--- config.mk ---
export PLATFORM = sky130hd
export DESIGN_NAME = perf_window_counters
export DESIGN_NICKNAME = d
export VERILOG_FILES = /design/src/rtl/pwc_pkg.sv /design/src/rtl/pwc_window.sv /design/src/rtl/pwc_event_mux.sv /design/src/rtl/pwc_counter.sv /design/src/rtl/perf_window_counters.sv
export SDC_FILE = /design/constraint.sdc
export NUM_CORES = 1
export LEC_CHECK = 0
export ABC_AREA = 1
export ABC_CLOCK_PERIOD_IN_PS = 2640
export CORE_UTILIZATION = 59
export DETAILED_ROUTE_END_ITERATION = 16
export DONT_BUFFER_PORTS = 1
export GPL_TIMING_DRIVEN = 0
export MAX_ROUTING_LAYER = met4
export PLACE_DENSITY = 0.78
export SYNTH_ARGS = -nofsm -noshare
export SYNTH_HDL_FRONTEND = slang
export SYNTH_SLANG_ARGS = --single-unit
--- constraint.sdc ---
create_clock -name clk -period 2.64 [get_ports clk]
set_clock_uncertainty 0.1 [all_clocks]
set_input_delay 0.264 -clock clk [delete_from_list [all_inputs] [get_ports clk]]
set_output_delay 0.264 -clock clk [all_outputs]
set_load 0.02 [all_outputs]
--- src/rtl/pwc_pkg.sv ---
package pwc_pkg;

    typedef enum logic [1:0] {
        WIN_IDLE = 2'd0,
        WIN_OPEN = 2'd1,
        WIN_DONE = 2'd2
    } win_state_e;

    typedef enum logic [1:0] {
        MODE_RUN    = 2'd0,
        MODE_A_TO_B = 2'd1,
        MODE_B_TO_A = 2'd2,
        MODE_RSVD   = 2'd3
    } win_mode_e;

endpackage

--- src/rtl/pwc_window.sv ---
module pwc_window
    import pwc_pkg::*;
(
    input  logic       clk,
    input  logic       rst_n,
    input  logic       clr_i,
    input  logic       arm_i,
    input  logic       go_i,
    input  logic       brk_i,
    input  logic       trig_a_i,
    input  logic       trig_b_i,
    input  logic [1:0] mode_i,
    input  logic       any_en_i,
    output logic       open_o,
    output logic       done_o,
    output logic       err_o
);

    typedef struct packed {
        win_state_e st;
    } win_regs_t;

    win_regs_t win_d, win_q;
    win_mode_e mode;
    logic      start, stop, err;

    always_comb begin
        mode  = win_mode_e'(mode_i);
        err   = 1'b0;
        start = 1'b0;
        stop  = 1'b0;
        unique case (mode)
            MODE_RUN: begin
                start = go_i;
                stop  = brk_i;
            end
            MODE_A_TO_B: begin
                start = trig_a_i;
                stop  = trig_b_i;
                err   = !any_en_i;
            end
            MODE_B_TO_A: begin
                start = trig_b_i;
                stop  = trig_a_i;
                err   = !any_en_i;
            end
            default: begin
                err = 1'b1;
            end
        endcase

        win_d = win_q;
        if (clr_i || arm_i) begin
            win_d.st = WIN_IDLE;
        end else begin
            unique case (win_q.st)
                WIN_IDLE: if (start && !err) win_d.st = WIN_OPEN;
                WIN_OPEN: if (stop) win_d.st = WIN_DONE;
                default:  win_d.st = win_q.st;
            endcase
        end
    end

    always_ff @(posedge clk or negedge rst_n) begin
        if (!rst_n) win_q <= '{st: WIN_IDLE};
        else        win_q <= win_d;
    end

    assign open_o = (win_q.st == WIN_OPEN);
    assign done_o = (win_q.st == WIN_DONE);
    assign err_o  = err;

endmodule

--- src/rtl/pwc_event_mux.sv ---
module pwc_event_mux #(
    parameter int NUM_EV     = 8,
    parameter int SEL_W      = 4,
    parameter int BRANCH_SEL = 3
) (
    input  logic [NUM_EV-1:0] ev_i,
    input  logic [SEL_W-1:0]  sel_i,
    output logic [1:0]        inc_o,
    output logic              active_o
);

    logic hit;

    always_comb begin
        hit      = 1'b0;
        active_o = 1'b0;
        for (int k = 0; k < NUM_EV; k++) begin
            if (sel_i == SEL_W'(k + 1)) begin
                hit      = ev_i[k];
                active_o = 1'b1;
            end
        end
        if (!hit)                                inc_o = 2'd0;
        else if (sel_i == SEL_W'(BRANCH_SEL))    inc_o = 2'd2;
        else                                     inc_o = 2'd1;
    end

endmodule

--- src/rtl/pwc_counter.sv ---
module pwc_counter #(
    parameter int CNT_W = 32
) (
    input  logic             clk,
    input  logic             rst_n,
    input  logic             clr_i,
    input  logic             en_i,
    input  logic [1:0]       inc_i,
    output logic [CNT_W-1:0] cnt_o,
    output logic             ovf_o
);

    typedef struct packed {
        logic [CNT_W-1:0] cnt;
        logic             ovf;
    } ctr_regs_t;

    ctr_regs_t ctr_d, ctr_q;
    logic [CNT_W:0] sum;

    always_comb begin
        sum   = {1'b0, ctr_q.cnt} + {{(CNT_W-1){1'b0}}, inc_i};
        ctr_d = ctr_q;
        if (clr_i) begin
            ctr_d = '0;
        end else if (en_i && (inc_i != 2'd0)) begin
            if (sum[CNT_W]) begin
                ctr_d.cnt = '1;
                ctr_d.ovf = 1'b1;
            end else begin
                ctr_d.cnt = sum[CNT_W-1:0];
            end
        end
    end

    always_ff @(posedge clk or negedge rst_n) begin
        if (!rst_n) ctr_q <= '0;
        else        ctr_q <= ctr_d;
    end

    assign cnt_o = ctr_q.cnt;
    assign ovf_o = ctr_q.ovf;

endmodule

--- src/rtl/perf_window_counters.sv ---
module perf_window_counters #(
    parameter  int NUM_CH     = 4,
    parameter  int CNT_W      = 32,
    parameter  int NUM_EV     = 8,
    parameter  int BRANCH_SEL = 3,
    localparam int SEL_W      = $clog2(NUM_EV + 1),
    localparam int CH_W       = (NUM_CH > 1) ? $clog2(NUM_CH) : 1
) (
    input  logic                    clk,
    input  logic                    rst_n,
    input  logic                    cpu_clk_en_i,
    input  logic [NUM_EV-1:0]       ev_i,
    input  logic [1:0]              mode_i,
    input  logic                    go_i,
    input  logic                    brk_i,
    input  logic                    trig_a_i,
    input  logic                    trig_b_i,
    input  logic                    arm_i,
    input  logic                    clear_i,
    input  logic                    sel_we_i,
    input  logic [CH_W-1:0]         sel_ch_i,
    input  logic [SEL_W-1:0]        sel_val_i,
    output logic [NUM_CH*CNT_W-1:0] cnt_o,
    output logic [NUM_CH-1:0]       ovf_o,
    output logic                    win_open_o,
    output logic                    win_done_o,
    output logic                    cfg_err_o
);

    typedef struct packed {
        logic [NUM_CH-1:0][SEL_W-1:0] sel;
    } sel_regs_t;

    sel_regs_t         sel_d, sel_q;
    logic [NUM_CH-1:0] ch_active;
    logic              count_en;

    always_comb begin
        sel_d = sel_q;
        for (int c = 0; c < NUM_CH; c++) begin
            if (sel_we_i && (sel_ch_i == CH_W'(c))) sel_d.sel[c] = sel_val_i;
        end
    end

    always_ff @(posedge clk or negedge rst_n) begin
        if (!rst_n) sel_q <= '0;
        else        sel_q <= sel_d;
    end

    pwc_window u_window (
        .clk      (clk),
        .rst_n    (rst_n),
        .clr_i    (clear_i),
        .arm_i    (arm_i),
        .go_i     (go_i),
        .brk_i    (brk_i),
        .trig_a_i (trig_a_i),
        .trig_b_i (trig_b_i),
        .mode_i   (mode_i),
        .any_en_i (|ch_active),
        .open_o   (win_open_o),
        .done_o   (win_done_o),
        .err_o    (cfg_err_o)
    );

    assign count_en = win_open_o && cpu_clk_en_i;

    for (genvar c = 0; c < NUM_CH; c++) begin : g_ch
        logic [1:0] inc;

        pwc_event_mux #(
            .NUM_EV     (NUM_EV),
            .SEL_W      (SEL_W),
            .BRANCH_SEL (BRANCH_SEL)
        ) u_mux (
            .ev_i     (ev_i),
            .sel_i    (sel_q.sel[c]),
            .inc_o    (inc),
            .active_o (ch_active[c])
        );

        pwc_counter #(
            .CNT_W (CNT_W)
        ) u_ctr (
            .clk   (clk),
            .rst_n (rst_n),
            .clr_i (clear_i),
            .en_i  (count_en),
            .inc_i (inc),
            .cnt_o (cnt_o[c*CNT_W +: CNT_W]),
            .ovf_o (ovf_o[c])
        );
    end

endmodule

==> impl_metrics.py, run 1 <==
metrics = {
    "run_status": {
        "status": "complete, but fails checks",
        "violations": "hold timing, setup timing",
    },
    "timing": {
        "worst_slew_pin_slew_ns": 0.988,
        "post-route-period-util": 1.10,
        "report.final.slew_viol_count": 0,
        "max_freq_ghz": 0.345,
        "worst_slack_ns": -0.256,
        "relSlewSlack": 0.341,
        "setup-violations-final": 101,
        "rsz0062_at_grt": "yes",
        "hold_slack_ns": -0.575,
        "final_hold_viol_count": 150,
        "finalCriticalPeriod_ns": 2.90,
    },
    "pwr": {
        "p_int_mw": 3.92,
        "p_comb_frac": 0.120,
        "pwr-share-seq": 0.442,
        "switching_share": 0.282,
        "total_power_mw": 5.46,
        "peakVddDrop_mv": 0.434,
        "p_switching_mw": 1.54,
        "power_frac_clock": 0.437,
        "leakagePower_nw": 7.08,
        "p_per_area_mw_per_mm2": 376,
    },
    "route": {
        "drtIter0Drc": 1238,
        "vias_per_cell": 6.01,
        "num_vias": 12800,
        "remaining_drc_errors": 0,
        "wl_per_cell_um": 18.5,
        "firstDrtPassIters": 8,
        "ant_nets": 0,
        "routed_wl_um": 39400,
    },
    "final_layout": {
        "fillers": 1385,
        "regArea_sq_mm": 0.00376,
        "antennaDiodeCount": 0,
        "drive_gt1_frac": 0.264,
        "syn_to_final_growth_pct": 29.0,
        "multi_input_area_sq_mm": 0.00796,
        "stdcell_area_sq_mm": 0.0145,
        "layout.nets": 1929,
        "instances_no_fill": 2134,
    },
    "cts": {
        "cts_buffers": 17,
        "root_buffer": "clkbuf_16",
        "clk_pin_slew_ns": 0.07,
        "cts_tree": "yes",
        "insertion_delay_ns": 0.44,
        "cts_hold_repair.buffers": 6,
        "cts.sinks": 150,
        "cts-htree-levels": 4,
        "clk_path_buf_depth": 2,
    },
    "logic_synthesis": {
        "ys_seq_area_frac": 0.333,
        "avgSynthCellArea_sq_um": 6.33,
        "yosys.area.top_type": "dfrtp_1",
        "synth-main-ff-cell": "dfrtp_1",
        "yosysMostFrequentCell": "nand2_1",
        "async_reset_ff_frac": 1.00,
        "synth_edf_count": 0,
        "netlist.area_leader.share": 0.333,
        "syn_nets": 1820,
        "synthCells": 1778,
        "syn_area_sq_mm": 0.0113,
        "synthTopCellsByArea": "dfrtp_1 (33%), nand2_1 (22%), nand3_1 (13%), nor2_1 (7.3%), inv_1 (4.8%)",
        "synth_seq_cells": 150,
        "yosys_warnings": 0,
        "yosys.cell_types.count": 39,
        "synth_common_cells": "nand2_1 (653), nand3_1 (296), nor2_1 (219)",
    },
    "floorplanning": {
        "die_h_um": 140,
        "die_area_sq_mm": 0.0196,
        "initial_utilization": 0.602,
        "dieWidth_um": 140,
        "rows": 50,
        "core_area_sq_mm": 0.0187,
        "ios": 161,
    },
    "critical_path": {
        "crit_family": "buffers and inverters",
        "required_ns": 2.86,
        "worstSetupStartpoint": "sel_q[8]",
        "r2r_cells": 21,
        "slowest_delay_ns": 0.41,
        "path_depth": 21,
        "arrival_ns": 3.11,
        "start_kind": "flop",
        "worst-setup-path-type": "flop to flop",
        "r2r-start": "sel_q[8]",
        "crit_fanout": 10,
        "path_cells": "buf_6, inv_4, nand2_2, nand3_2, nand2_1, nand2_1, nand3_2, buf_4, buf_4, buf_4, buf_4, buf_4, buf_4, buf_4, buf_4, buf_4, nand3_4, inv_4, buf_4, nand3_2, nand2_1",
        "cp_num_buf_inv": 13,
        "slowest_stage": "dfrtp_1",
        "end_kind": "flop",
        "cpMostUsedCell": "buf_4",
    },
    "global_routing": {
        "grt_max_degree": 151,
        "grt_pass1_wl_um": 59900,
        "grt_overflow": 0,
        "grt_pass1_vias": 11800,
        "track_usage": 0.398,
        "grt_antenna_before_repair": 0,
    },
    "min_path": {
        "hold_path.class": "primary input to asynchronous set/reset pin",
    },
    "place": {
        "post-dp-hpwl_um": 25900,
        "io_buffers": 0,
        "dp_slack_ns": -0.560,
        "placed_area_sq_mm": 0.0116,
        "dp_cells": 2012,
        "place.gp.congestion": 0.988,
    },
    "run": {
        "cap_violations": 0,
    },
}
==> per-layer routing <==
metal	up-vias	track usage	part of all wire
met5	-	-	0
met4	0	0.146	0.034
met3	140	0.0940	0.098
met2	706	0.617	0.46
met1	6064	0.508	0.41
li1	5924	-	-
==> cells in the final DEF (no fill, tap or decap), types with 34 or more instances in the layout <==
master,netlist,final
buf_4,14,68
nand3b_1,43,43
inv_1,144,138
nand2_1,653,582
nor2_1,219,192
dfrtp_1,150,144
nand3_2,3,145
nand3_1,296,141
nand2_2,7,63
o21ai_0,46,34
==> through the flow <==
stage | hold WS, ns | util | setup TNS, ns
after floorplan | -0.132 | - | 0
after global placement | -0.129 | 0.618 | -45.02
after detailed placement | -0.128 | 0.618 | -50.28
after CTS | -0.581 | 0.697 | -2.53
after global routing | -0.588 | 0.776 | -27.22
final | -0.575 | 0.776 | -10.23
==> layout make-up <==
type / instances / area share
Sequential cell: 150 / 0.259
Tap cell: 234 / 0.0202
Clock inverter: 14 / 0.00879
Timing Repair Buffer: 91 / 0.0622
Clock buffer: 18 / 0.0296
Multi-Input combinational cell: 1416 / 0.548
Buffer: 53 / 0.0300
Inverter: 158 / 0.0424
==> cells by family after synthesis <==
group	Yosys count	share of synthesized area
AND/OR/NAND/NOR	1293	0.504
buffers and inverters	212	0.0825
flip-flops	150	0.333
AO/OA/AOI/OAI	80	0.0390
XOR/XNOR	27	0.0210
adder cells (fa/ha/maj)	16	0.0204
==> state kept, by name, summed over array words and instances (netlist names) <==
name and cells:
u_window.win_q 2, g_ch.u_ctr.ovf_o 4, sel_q 16, g_ch.u_ctr.cnt_o 128
==> power groups by stage <==
stage | clock network (mW) | logic (mW) | registers, mW
4_1_cts | 2.39 | 0.559 | 2.40
3_3_place_gp | 0 | 0.405 | 2.43
3_5_place_dp | 0 | 0.416 | 2.43
6_report | 2.39 | 0.656 | 2.42
2_1_floorplan | 0 | 0.321 | 2.42
5_1_grt | 2.48 | 0.706 | 2.42
==> final timing paths <==
check	end	slack (ns)
min	g_ch[1].u_ctr.cnt_o[16]	-0.57
max reg2reg	g_ch[2].u_ctr.cnt_o[18]	-0.26
min reg2reg	g_ch[1].u_ctr.ovf_o	0.40
max	g_ch[2].u_ctr.cnt_o[18]	-0.26
min in group clk	sel_q[12]	0.02
max in group asynchronous	sel_q[6]	2.81
==> timing repair <==
action	in CTS	in global routing
setup buffers	51	21
gates resized for setup	121	302
endpoints found under the hold margin	167	150
pin swaps	64	162
endpoints found under the setup margin	132	132
gates cloned	7	6
Note: power is estimated with default switching activity, not from simulation.
==> run 2: changes to the inputs <==
Settings changed: CORE_UTILIZATION 59 to 30, PLACE_DENSITY 0.78 to unset.
==> run 2 against run 1 <==
- the flow still finishes with violations (hold timing, setup timing)
- critical path depth down 2
- register-to-register slack worse by 0.03 ns
- non-clock buffer count increased by 34
- die area up 95%
- setup slack got worse by 0.035 ns
- total power increased by 6.0%
- count of clock-buffer cells in the layout is 1 higher
- clock power up 8%
- cell area up 6.0%
- via count shrank 1.7%
- largest cell class unchanged
==> impl_metrics.py, run 2 (same netlist as run 1, synthesis figures left out) <==
metrics = {
    "critical_path": {
        "worst-setup-path-type": "flop to flop",
        "cpMostUsedCell": "nand2_2",
        "r2r_end": "g_ch[1].u_ctr.cnt_o[12]",
        "start_kind": "flop",
        "slowest_stage": "dfrtp_2",
        "path_cells": "inv_4, nand2_2, nand3_2, nand2_2, nand2_2, nand3_4, a21boi_2, ha_2, fa_2, inv_2, nor2_4, nand2_2, nor2_4, nand4_4, buf_12, buf_16, nand3_2, nand3_2, o21ai_1",
        "arrival_ns": 3.21,
        "slowest_delay_ns": 0.47,
        "required_ns": 2.92,
        "r2r_cells": 19,
        "r2r_setup_slack_ns": -0.29,
        "r2r-start": "sel_q[6]",
        "end_kind": "flop",
        "crit_fanout": 7,
    },
    "timing": {
        "relSlewSlack": 0.331,
        "setup_tns_ns": -18.28,
        "hold_slack_ns": -0.581,
        "worst_slack_ns": -0.291,
        "rsz0062_at_grt": "yes",
        "max_freq_ghz": 0.341,
        "final_hold_viol_count": 150,
        "worst_slew_pin_slew_ns": 1.00,
        "post-route-period-util": 1.11,
        "report.final.slew_viol_count": 0,
        "setup-violations-final": 108,
        "finalCriticalPeriod_ns": 2.93,
    },
    "place": {
        "post-dp-hpwl_um": 29900,
        "dp_cells": 2246,
        "io_buffers": 0,
        "place.gp.congestion": 0.962,
    },
    "run_status": {
        "status": "complete, but fails checks",
        "violations": "hold timing, setup timing",
    },
    "global_routing": {
        "grt_pass1_vias": 11900,
        "grt_pass1_wl_um": 66700,
        "grt_max_degree": 151,
        "grt_overflow": 0,
        "track_usage": 0.230,
        "grt_antenna_before_repair": 0,
    },
    "cts": {
        "cts.sinks": 150,
        "insertion_delay_ns": 0.45,
        "clk_path_buf_depth": 2,
        "cts_tree": "yes",
        "cts-htree-levels": 4,
        "clk_pin_slew_ns": 0.06,
        "root_buffer": "clkbuf_16",
        "cts_buffers": 17,
        "cts_hold_repair.buffers": 6,
    },
    "route": {
        "firstDrtPassIters": 6,
        "drtIter0Drc": 717,
        "ant_nets": 0,
        "wl_per_cell_um": 18.2,
        "remaining_drc_errors": 0,
        "num_vias": 12600,
        "vias_per_cell": 5.25,
        "routed_wl_um": 43600,
    },
    "floorplanning": {
        "dieWidth_um": 196,
        "rows": 70,
        "core_area_sq_mm": 0.0368,
        "ios": 161,
        "die_area_sq_mm": 0.0383,
        "initial_utilization": 0.306,
        "die_h_um": 196,
    },
    "run": {
        "cap_violations": 0,
    },
    "final_layout": {
        "antennaDiodeCount": 0,
        "layout_common_cells": "nand2_1 (590), nor2_1 (194), dfrtp_1 (144)",
        "drive_gt1_frac": 0.275,
        "fillers": 3711,
        "largest_register_ffs": 128,
        "instances_no_fill": 2401,
        "layout_commonest_cell": "nand2_1",
        "layout.nets": 1963,
        "syn_to_final_growth_pct": 36.8,
    },
    "min_path": {
        "hold_path.class": "primary input to asynchronous set/reset pin",
    },
    "pwr": {
        "peakVddDrop_mv": 0.468,
        "leakagePower_nw": 7.33,
        "p_per_area_mw_per_mm2": 376,
    },
}
==> run 2: changes by cell type in the layout (fill, tap and decap cells not counted), sizes merged <==
cell / delta
inv: -2
buf: +35
clkinv: -2
bufinv: +2
==> run 2: cell type report <==
type	instances	area, sq um	area share
buffer	51	419	0.0272
multi-input combinational	1416	8150	0.530
clock buffer	19	443	0.0288
clock inverter	12	153	0.00991
inverter	158	618	0.0401
tap	468	586	0.0380
timing repair buffer	127	1260	0.0821
sequential	150	3760	0.244
==> run 2: repair_timing <==
item	in CTS	in global routing
pin swaps	86	167
buffers inserted	84	33
setup endpoints to repair	132	132
endpoints found under the hold margin	172	150
cloned	8	4
resized for setup	196	275
==> run 2: power by group <==
group          switching (mW)  total (mW)  internal [mW]
clock                    1.07        2.58           1.51
combinational           0.440       0.795          0.355
sequential             0.0757        2.42           2.34
total                    1.59        5.79           4.20
==> run 2: how the worst max path moves through the flow <==
stage,cells past startpoint,start,slack [ns],endpoint
floorplan,18,sel_q[8],0.002,g_ch[2].u_ctr.cnt_o[24]
CTS,22,sel_q[8],-0.20,g_ch[2].u_ctr.cnt_o[18]
global route,19,sel_q[6],-0.44,g_ch[1].u_ctr.cnt_o[16]
detailed placement,19,sel_q[2],-0.87,g_ch[0].u_ctr.cnt_o[23]
global placement,19,sel_q[2],-0.86,g_ch[0].u_ctr.cnt_o[23]
finish,19,sel_q[6],-0.29,g_ch[1].u_ctr.cnt_o[12]
==> run 2: metal layers <==
| layer | vias up | part of all wire | wire (um) | global-route usage |
|---|---|---|---|---|
| li1 | 5995 | - | - | - |
| met1 | 6077 | 0.42 | 18500 | 0.284 |
| met2 | 457 | 0.48 | 20800 | 0.373 |
| met3 | 86 | 0.075 | 3290 | 0.0526 |
| met4 | 0 | 0.024 | 1050 | 0.0732 |
| met5 | - | 0 | 0 | - |
==> run 2: worst max-delay path, delay by kind of cell (launching register included) <==
| family | cells | cell delay (ns) |
|---|---|---|
| buf+inv | 4 | 0.52 |
| fa+ha+maj | 2 | 0.45 |
| simple gates | 11 | 1.09 |
| compound gates | 2 | 0.24 |
| flops | 1 | 0.47 |
==> run 2: per-stage QoR <==
| stage | setup WS, ns | instance area [sq um] | util | total power, mW |
|---|---|---|---|---|
| 3_3_place_gp | -0.858 | 11800 | 0.322 | 2.86 |
| 4_1_cts | -0.200 | 14100 | 0.383 | 5.69 |
| 2_1_floorplan | 0.00174 | 11300 | - | 2.74 |
| 5_1_grt | -0.442 | 15400 | 0.419 | 6.00 |
| 6_report | -0.291 | 15400 | 0.419 | 5.79 |
| 3_5_place_dp | -0.871 | 11800 | 0.322 | 2.87 |
==> run 3: changes to the inputs <==
Settings changed: CTS_CLUSTER_SIZE set to 10, PLACE_DENSITY set to 0.55.
==> run 3 against run 2 <==
- the flow still finishes with violations (hold timing, setup timing)
- register-to-register slack better by 0.04 ns
- count of clock-buffer cells in the layout grew 1
- global-route usage increased by 0.15 points
- wire length is 1.3% lower
- sequential power hardly changed
- flip-flop and latch count unchanged
- combinational power is 14% lower
- utilization shrank 0.94 points
- final cell count down 1.2%
- clock power fell by 2%
- critical path depth decreased by 3
- non-clock buffer count is 30 lower
==> impl_metrics.py, run 3 (same netlist as run 1, synthesis figures left out) <==
metrics = {
    "critical_path": {
        "end_kind": "flop",
        "required_ns": 2.90,
        "arrival_ns": 3.15,
        "worst-setup-path-type": "flop to flop",
        "worstSetupStartpoint": "sel_q[6]",
        "crit_end": "g_ch[1].u_ctr.cnt_o[14]",
        "r2r_setup_slack_ns": -0.25,
        "r2r_end": "g_ch[1].u_ctr.cnt_o[14]",
        "crit_fanout": 6,
        "r2r-start": "sel_q[6]",
        "start_kind": "flop",
        "r2r_cells": 16,
    },
    "global_routing": {
        "grt_pass1_vias": 11800,
        "track_usage": 0.232,
        "grt_overflow": 0,
        "grt_antenna_before_repair": 0,
        "grt_max_degree": 151,
        "grt_pass1_wl_um": 66900,
    },
    "final_layout": {
        "instances_no_fill": 2371,
        "drive_gt1_frac": 0.259,
        "syn_to_final_growth_pct": 33.7,
        "largest_register_ffs": 128,
        "antennaDiodeCount": 0,
        "layout_common_cells": "nand2_1 (592), nor2_1 (192), dfrtp_1 (144)",
        "layout_commonest_cell": "nand2_1",
        "layout.nets": 1933,
        "fillers": 3831,
    },
    "min_path": {
        "hold_path.class": "primary input to asynchronous set/reset pin",
    },
    "timing": {
        "post-route-period-util": 1.09,
        "max_freq_ghz": 0.346,
        "hold_slack_ns": -0.576,
        "rsz0062_at_grt": "yes",
        "setup-violations-final": 108,
        "relSlewSlack": 0.336,
        "worst_slack_ns": -0.246,
        "final_hold_viol_count": 150,
        "finalCriticalPeriod_ns": 2.89,
        "report.final.slew_viol_count": 0,
        "worst_slew_pin_slew_ns": 0.996,
    },
    "route": {
        "wl_per_cell_um": 18.2,
        "ant_nets": 0,
        "vias_per_cell": 5.16,
        "remaining_drc_errors": 0,
        "firstDrtPassIters": 5,
        "drtIter0Drc": 623,
        "routed_wl_um": 43100,
        "num_vias": 12200,
    },
    "cts": {
        "clk_path_buf_depth": 2,
        "cts_buffers": 17,
        "clk_pin_slew_ns": 0.07,
        "root_buffer": "clkbuf_16",
        "insertion_delay_ns": 0.45,
        "cts-htree-levels": 4,
        "cts.sinks": 150,
        "cts_hold_repair.buffers": 6,
        "cts_tree": "yes",
    },
    "pwr": {
        "p_per_area_mw_per_mm2": 373,
        "total_power_mw": 5.61,
        "peakVddDrop_mv": 0.456,
        "leakagePower_nw": 7.13,
    },
    "floorplanning": {
        "initial_utilization": 0.306,
        "core_area_sq_mm": 0.0368,
        "die_area_sq_mm": 0.0383,
        "ios": 161,
        "rows": 70,
        "die_h_um": 196,
        "dieWidth_um": 196,
    },
    "run": {
        "cap_violations": 0,
    },
    "place": {
        "io_buffers": 0,
        "dp_cells": 2246,
        "post-dp-hpwl_um": 30000,
        "place.gp.congestion": 0.949,
    },
    "run_status": {
        "status": "complete, but fails checks",
        "violations": "hold timing, setup timing",
    },
}
[run 3: changes by cell type in the layout (fill, tap and decap cells not counted), moves of 5 or more]
cell     change
nor2_2       +6
nand3_2     -13
buf_6       -12
nand3_1      +5
buf_4       -20
buf_12       +9
nand3_4      +8
nand2_2      +5
buf_8        -8
nand2_4      -6
[run 3: worst min-delay path by stage]
| stage | start | end | slack, ns | depth (start not counted) |
|---|---|---|---|---|
| 5_1_grt | rst_n | g_ch[1].u_ctr.cnt_o[29] | -0.60 | 0 |
| 4_1_cts | rst_n | g_ch[1].u_ctr.cnt_o[26] | -0.61 | 0 |
| 3_5_place_dp | rst_n | g_ch[1].u_ctr.cnt_o[26] | -0.13 | 0 |
| 3_3_place_gp | rst_n | g_ch[1].u_ctr.cnt_o[26] | -0.12 | 0 |
| 6_report | rst_n | g_ch[2].u_ctr.cnt_o[9] | -0.58 | 0 |
| 2_1_floorplan | rst_n | g_ch[0].u_ctr.cnt_o[0] | -0.13 | 0 |
[run 3: power by group]
group	switching, mW	leakage [nW]	internal (mW)
registers	0.0671	2.07	2.34
clock network	1.08	0.271	1.44
logic	0.400	4.79	0.282
total	1.55	7.13	4.06
[run 3: routing by layer]
metal  track usage  vias up  share of wire
met1         0.292     5873           0.44
met5             -        -              0
met4        0.0778        0          0.019
met3        0.0579       47          0.074
li1              -     5947              -
met2         0.362      373           0.47
[run 3: final cells by class]
class / count / area (sq um) / area share
Buffer: 51 / 402 / 0.0267
Clock buffer: 20 / 457 / 0.0303
Clock inverter: 11 / 125 / 0.00831
Inverter: 158 / 603 / 0.0401
Multi-Input combinational cell: 1416 / 8100 / 0.538
Sequential cell: 150 / 3760 / 0.250
Tap cell: 468 / 586 / 0.0389
Timing Repair Buffer: 97 / 1020 / 0.0679
[run 3: worst max-delay path: stages, from the launching register on]
cell,delay (ns)
dfrtp_2,0.46
inv_4,0.10
buf_6,0.09
nand4_1,0.19
a21boi_2,0.20
ha_2,0.20
fa_2,0.24
inv_2,0.06
nor2_4,0.12
nand2_2,0.09
nor2_4,0.17
nand4_4,0.16
buf_12,0.20
buf_8,0.13
nand2_4,0.07
nand2_2,0.05
a21oi_2,0.15
[run 3: timing repair]
action	in CTS	in global routing
endpoints found under the setup margin	132	133
buffers inserted	61	27
resized for setup	187	245
gates cloned	9	1
hold endpoints to repair	171	150
pin swaps	83	130
[run 3: stage by stage]
step | util | TNS, ns | setup WS (ns) | area (sq um)
final | 0.409 | -11.60 | -0.246 | 15100
after global placement | 0.322 | -62.67 | -0.759 | 11800
after floorplan | - | 0 | 0.00174 | 11300
after global routing | 0.409 | -28.56 | -0.388 | 15100
after detailed placement | 0.322 | -65.39 | -0.802 | 11800
after CTS | 0.378 | -6.45 | -0.174 | 13900
